$ cat src/rtl/vas_pkg.sv
package vas_pkg;
  // Default vector width: one bit per byte register of the data buffer.
  localparam int unsigned VAS_WIDTH = 8;
endpackage

$ cat src/rtl/vas_mask_chain.sv
// Mask chain: high from the top bit down to and including the highest
// set bit of the vector, low below it.
module vas_mask_chain #(
  parameter int unsigned W = vas_pkg::VAS_WIDTH
) (
  input  logic [W-1:0] vec,
  output logic [W-1:0] mask
);
  assign mask[W-1] = |vec;
  for (genvar j = 0; j < W - 1; j++) begin : g_chain
    assign mask[j] = mask[j+1] & ~vec[j+1];
  end
endmodule

$ cat src/rtl/vas_select_net.sv
// Select network: an adjacent-mask XOR finds the edge of the mask, which
// sits at the highest set vector bit. The bottom bit is gated by the vector.
module vas_select_net #(
  parameter int unsigned W = vas_pkg::VAS_WIDTH
) (
  input  logic [W-1:0] mask,
  input  logic [W-1:0] vec,
  output logic [W-1:0] sel
);
  assign sel[0] = mask[0] & vec[0];
  for (genvar j = 0; j < W - 1; j++) begin : g_edge
    assign sel[j+1] = mask[j] ^ mask[j+1];
  end
endmodule

$ cat src/rtl/vector_addr_sequencer.sv
module vector_addr_sequencer #(
  parameter int unsigned W = vas_pkg::VAS_WIDTH
) (
  input  logic         clk,
  input  logic         rst,
  input  logic         load_i,
  input  logic [W-1:0] vec_i,
  output logic [W-1:0] sel_o,
  output logic         sel_valid_o,
  output logic         done_o
);
  logic [W-1:0] vec_q;
  logic [W-1:0] mask_q;
  logic         done_q;
  logic [W-1:0] sel;
  logic [W-1:0] vec_nxt;
  logic [W-1:0] mask_nxt;
  logic         busy;
  logic         accept;

  // Named internal events for the checker
  assign busy   = |vec_q;
  assign accept = load_i & ~busy;

  vas_select_net #(.W(W)) i_sel (
    .mask (mask_q),
    .vec  (vec_q),
    .sel  (sel)
  );

  always_comb begin
    if (accept)    vec_nxt = vec_i;
    else if (busy) vec_nxt = vec_q ^ sel;
    else           vec_nxt = vec_q;
  end

  vas_mask_chain #(.W(W)) i_mask (
    .vec  (vec_nxt),
    .mask (mask_nxt)
  );

  always_ff @(posedge clk) begin
    if (rst) begin
      vec_q  <= '0;
      mask_q <= '0;
      done_q <= 1'b0;
    end else begin
      vec_q  <= vec_nxt;
      mask_q <= mask_nxt;
      if (accept || busy) done_q <= (vec_nxt == '0);
    end
  end

  assign sel_o       = sel;
  assign sel_valid_o = busy;
  assign done_o      = done_q;
endmodule

$ cat config.mk
export PLATFORM = sky130hd
export DESIGN_NAME = vector_addr_sequencer
export DESIGN_NICKNAME = d
export VERILOG_FILES = /design/src/rtl/vas_pkg.sv /design/src/rtl/vas_mask_chain.sv /design/src/rtl/vas_select_net.sv /design/src/rtl/vector_addr_sequencer.sv
export SDC_FILE = /design/constraint.sdc
export NUM_CORES = 1
export LEC_CHECK = 0
export CAP_MARGIN = 20
export CORE_MARGIN = 8
export CORE_UTILIZATION = 54
export DETAILED_ROUTE_END_ITERATION = 10
export DONT_BUFFER_PORTS = 1
export GPL_ROUTABILITY_DRIVEN = 0
export GPL_TIMING_DRIVEN = 0
export PLACE_DENSITY = 0.73
export SLEW_MARGIN = 15
export SYNTH_ARGS = -nofsm -noshare
export SYNTH_HDL_FRONTEND = slang
export SYNTH_HIERARCHICAL = 1
export SYNTH_SLANG_ARGS = --single-unit
$ cat constraint.sdc
create_clock -name clk -period 1.9 [get_ports clk]
set_clock_uncertainty 0.2 [all_clocks]
set_input_delay 0.38 -clock clk [delete_from_list [all_inputs] [get_ports clk]]
set_output_delay 0.38 -clock clk [all_outputs]
set_load 0.05 [all_outputs]
* Word level (Yosys, flattened, before mapping)
Index checks and enable logic that the tools add are counted.
** Storage, ports and cells
- Output and inout port bits :: 10
- Logic and storage cells :: 34
- Bits of input ports :: 11
- Flip-flop bits (word level) :: 17
** Operators by class
- Bitwise logic cells :: 25
- Reductions and logical operators :: 4
- Muxes and demuxes :: 2
** Operators with widths (count)
- $mux 8 :: 2
- $reduce_or 8->1 :: 2
- $and 1x1->1 :: 9
- $logic_not 8->1 :: 1
- $not 1->1 :: 8
- $xor 8x8->8 :: 1
- $xor 1x1->1 :: 7
- $logic_or 1x1->1 :: 1

* Depth between registers and ports, before layout
- Depth after elaboration :: 12
- Depth in mapped cells :: 8
- Mapped depth without buffers :: 7

* By module
The synthesis kept the hierarchy.
** By module, submodules not included
- vector_addr_sequencer :: seq. area each 340.3 um^2, instances 1, cells each 73, area an instance 738.2 um^2
- vas_mask_chain :: seq. area each 0.0 um^2, instances 1, cells each 14, area an instance 117.6 um^2
- vas_select_net :: seq. area each 0.0 um^2, instances 1, cells each 8, area an instance 67.6 um^2

* Worst setup path before layout
Ideal clock, no wire load.
- Kind :: register to register
- Start point :: register mask_q[3]
- End point :: register mask_q[3]
- Data arrival time :: 2.333 ns
- Buffers on the path :: 0
- Setup time :: 0.065 ns
- Period minus slack after synthesis :: 2.598 ns
- Path slack :: -0.698 ns
- Cell stages (with the launch flop) :: 7
- Data required time :: 1.635 ns
- Cells stage by stage :: dfxtp_1 xor2_1 xnor2_1 a21oi_1 or4_4 a21oi_2 nor2b_1
** On the way
- Longest elaborated chain between the ends :: 9
- Elaborated cells on any way between the ends :: 11
- Those cells by class :: 2 x mux; 8 x bitwise; 1 x reduce/logical
** RTL lines
- start: declaration :: line vector_addr_sequencer.sv:13 : logic [W-1:0] mask_q;
- start signal: assignment :: line vector_addr_sequencer.sv:49 : mask_q <= mask_nxt;
- $xor 1x1->1 (*) :: line vas_select_net.sv:12 : assign sel[j+1] = mask[j] ^ mask[j+1];
- via sel_o[4] :: line vector_addr_sequencer.sv:8 : output logic [W-1:0] sel_o,
- $xor 8x8->8 (*) :: line vector_addr_sequencer.sv:33 : else if (busy) vec_nxt = vec_q ^ sel;
- $mux 8 (*) :: line vector_addr_sequencer.sv:33
- $mux 8 (*) :: line vector_addr_sequencer.sv:32 : if (accept) vec_nxt = vec_i;
- via vec_nxt[4] :: line vector_addr_sequencer.sv:16 : logic [W-1:0] vec_nxt;
- $reduce_or 8->1 :: line vas_mask_chain.sv:9 : assign mask[W-1] = |vec;
- $and 1x1->1 (3 in series) :: line vas_mask_chain.sv:11 : assign mask[j] = mask[j+1] & ~vec[j+1];
- $and 1x1->1 (*) :: line vas_mask_chain.sv:11
- via mask_nxt[3] :: line vector_addr_sequencer.sv:17 : logic [W-1:0] mask_nxt;
The timed path passes the listed nets; every way through them passes the cells marked *.
A chain may end at the register's enable or synchronous reset.

* Final worst setup path
- Start point :: register vec_q[6]
- End point :: register mask_q[5]
** On the way
- Longest elaborated chain between the ends :: 7
- Elaborated cells on any way between the ends :: 11
- Those cells by class :: 2 x mux; 7 x bitwise; 2 x reduce/logical
** RTL lines
- start: declaration :: line vector_addr_sequencer.sv:12 : logic [W-1:0] vec_q;
- start signal: assignment :: line vector_addr_sequencer.sv:48 : vec_q <= vec_nxt;
- $reduce_or 8->1 (*) :: line vector_addr_sequencer.sv:22 : assign busy = |vec_q;
- via sel_valid_o :: line vector_addr_sequencer.sv:9 : output logic sel_valid_o,
- $not 1->1 :: line vector_addr_sequencer.sv:23 : assign accept = load_i & ~busy;
- $and 1x1->1 :: line vector_addr_sequencer.sv:23
- $mux 8 (*) :: line vector_addr_sequencer.sv:32
- via vec_nxt[4] :: line vector_addr_sequencer.sv:16
- $reduce_or 8->1 (*) :: line vas_mask_chain.sv:9
- $and 1x1->1 (*) (2 in series) :: line vas_mask_chain.sv:11
- via mask_nxt[5] :: line vector_addr_sequencer.sv:17
Marked as above.

==> run summary <==
============================================================================================
Critical path arrival                                                                2.36 ns
Outcome                                                                         complete, but fails checks
Global-route wire length before repair                                              3.850 mm
# rows                                                                                    15
Pin count of the biggest net entering global routing                                      11
Element type at the critical path start                                            flip-flop
Routed wire length                                                                  2.576 mm
Data required time of the worst path                                                 1.92 ns
Number of inserted diodes                                                                  0
Number of top-level design ports                                                          21
Quantity of I/O buffers inserted on ports                                                  0
Clock Root Buffer                                                                   clkbuf_4
Number of synthesis warnings                                                               6
Number of CTS-inserted buffers                                                             3
Post-synthesis sequential area ratio                                                  0.3686
Placed Cells incl. Taps                                                                  112
Setup slack of the most critical reg-to-reg path                                    -0.45 ns
Met3 routed wirelength                                                                194 um
Xor and xnor area share after synthesis                                               0.1423
Clock net sink count                                                                      17
Number of enable-type register cells in the synthesized netlist                            0
Vias post-DR                                                                             782
Area grow syn2layout                                                                  50.68%
Multiplexer share of the synthesized area                                                  0
Detailed-routing wirelength on met1                                                   990 um
Global Route Usage Sum                                                                0.1495
Basic-gate share of the synthesized area counting and, or, nand and nor cells         0.2168
Synth unique cells                                                                        31
Max Root-Sink Buffers                                                                      2
Post-detailed-route count of antenna-violating nets                                        0
H-tree Lvls                                                                                1
Number of nets in the synthesized netlist                                                106
Number of optimization iterations in the first detailed-route pass                         4
Uppermost layer routed                                                                  met4
Predominant post-synthesis flop cell                                                 dfxtp_1
Post-synth top area share                                                             0.3686
Headroom to the max-slew limit                                                        0.6620
Synthesized instance count                                                                95
Final std cells w/o fill                                                                 123
Via count of the first global-routing pass                                               784
Unrepaired setup endpoints after global routing                                         true
Area share of fa/ha/maj cells after synthesis                                              0
Logic depth of the worst register-to-register path                                         8
Die Width                                                                           57.35 um
Maximum Capacitance Violations                                                             0
Tightest hold margin                                                             -0.06549 ns
Final setup fails                                                                          9
Crit end category                                                                  flip-flop
Overall die area                                                                  3289 sq um
Final Hold Viols                                                                           7
Top fanout value on the critical path                                                     10
Fraction of final layout cells with drive strength greater than 1                     0.5849
Max-slew violation count                                                                   0
Launch point of the worst hold path                                                      rst
Final WS setup                                                                    -0.4477 ns
Biggest area contributors in the synthesized netlist                            dfxtp_1 (37%), a21oi_1 (8.1%), xnor2_1 (7.6%)
Post-detailed-route DRC marker count                                                       0
Most repeated cell in the gate-level netlist after synthesis                         dfxtp_1
Total negative setup slack                                                         -2.604 ns
Worst r2r src                                                                       vec_q[6]
Area leader, netlist                                                                 dfxtp_1
Critical Path Start                                                                 vec_q[6]
Overall overflow remaining after global route                                              0
Fill cell total of the finished layout                                                    91
Fraction of the core area covered by cells at the end of the flow                     0.8330
Netlist Area Pre-Place                                                           923.4 sq um
Routed wire length per instance                                                     20.94 um
TritonCTS clock tree                                                                    done
Avg Inst Size Synth                                                              9.720 sq um
Routed wl met2                                                                      1.313 mm
Area of the placeable core                                                        1670 sq um
Most numerous cell types in the synthesized netlist                             dfxtp_1 (17), a21oi_1 (15), nor2b_1 (9)
Clk Latency, worst-skew pair                                                         0.29 ns
Period minus WS final                                                               2.348 ns
Dominant combinational cell family by area after synthesis                      compound AO/OA/AOI/OAI gates
Upper clock frequency limit                                                       0.4260 GHz
Die height                                                                          57.35 um
Effective utilization at floorplan                                                    0.5528
Async set-or-reset flop fraction in the synthesized netlist                                0
Violated checks                                                                 negative hold slack, negative setup slack
WHS Path Cells                                                                             1
Post-DR vias/cell                                                                      6.358
Final #Nets                                                                              118
Slew at the pin closest to its max-slew limit                                      0.5071 ns
Share of the clock period used by the worst path                                       1.236
Count of state elements after synthesis                                                   17
DPL Wire Length                                                                     1.704 mm
Category of the critical setup timing path                                        reg -> reg
Initial antenna violation count                                                            0
Fraction of the mapped netlist area in compound gates                                 0.2412
Clock-pin transition on the worst setup and hold timing paths                        0.10 ns
Initial DRC Count                                                                         11
Worst hold path class                                                              in -> reg
============================================================================================
## flip-flops by register name, summed over array words and instances (netlist names)
register,count
mask_q,8
vec_q,8
done_o,1
## cells by family after synthesis
group	after synthesis
compound gates	32
simple gates	26
flops	17
xor+xnor	15
buf+inv	5
## per-stage QoR
stage               instance area (sq um)  setup WS, ns
floorplan                            1131       -0.1664
global placement                     1152       -0.3689
detailed placement                   1152       -0.4298
CTS                                  1272       -0.3253
global route                         1391       -0.5034
finish                               1391       -0.4477
## path summary, 6_finish.rpt
check | endpoint
worst max-delay path | mask_q[5]
worst min-delay path | mask_q[2]
worst max register to register | mask_q[5]
worst min register to register | vec_q[6]
## layout make-up
type,count,area (sq um),share of cell area
Buffer,4,40.04,0.02878
Inverter,1,3.754,0.002698
Timing Repair Buffer,6,45.04,0.03237
Multi-Input combinational cell,74,885.9,0.6367
Sequential cell,17,369.1,0.2653
Tap cell,17,21.27,0.01529
Clock buffer,4,26.28,0.01888
## placed cells by master, fill, tap and decap left out, types with 3 or more instances in the layout
cell type,netlist,routed
dfxtp_4,0,7
buf_4,0,6
xnor2_2,0,6
xor2_4,0,7
a21oi_4,0,9
a21oi_2,2,6
nor2b_1,9,8
nor4_4,1,3
a211oi_1,7,7
dfxtp_1,17,8
clkbuf_4,0,3
## routing by layer
metal,track usage,vias to the layer above
li1,-,371
met1,0.1704,365
met2,0.2572,34
met3,0.04933,12
met4,0.04286,0
met5,0,-
## repair_timing
action,4_1_cts,5_1_grt
hold endpoints to repair,7,7
setup buffers,1,5
resized for setup,16,16
pin swaps,3,3
cloned,1,0
endpoints found under the setup margin,9,10
## critical path, cell delays in order (launching register included)
cell      delay [ns]
dfxtp_4         0.38
nor4_4          0.42
nand2_4         0.15
buf_12          0.21
a21oi_4         0.22
nor4_4          0.07
buf_4           0.16
a311oi_1        0.26
nor2b_1         0.20
Power is not shown: default switching activity piles up to over one toggle a cycle in this logic, so the estimate is an artifact.
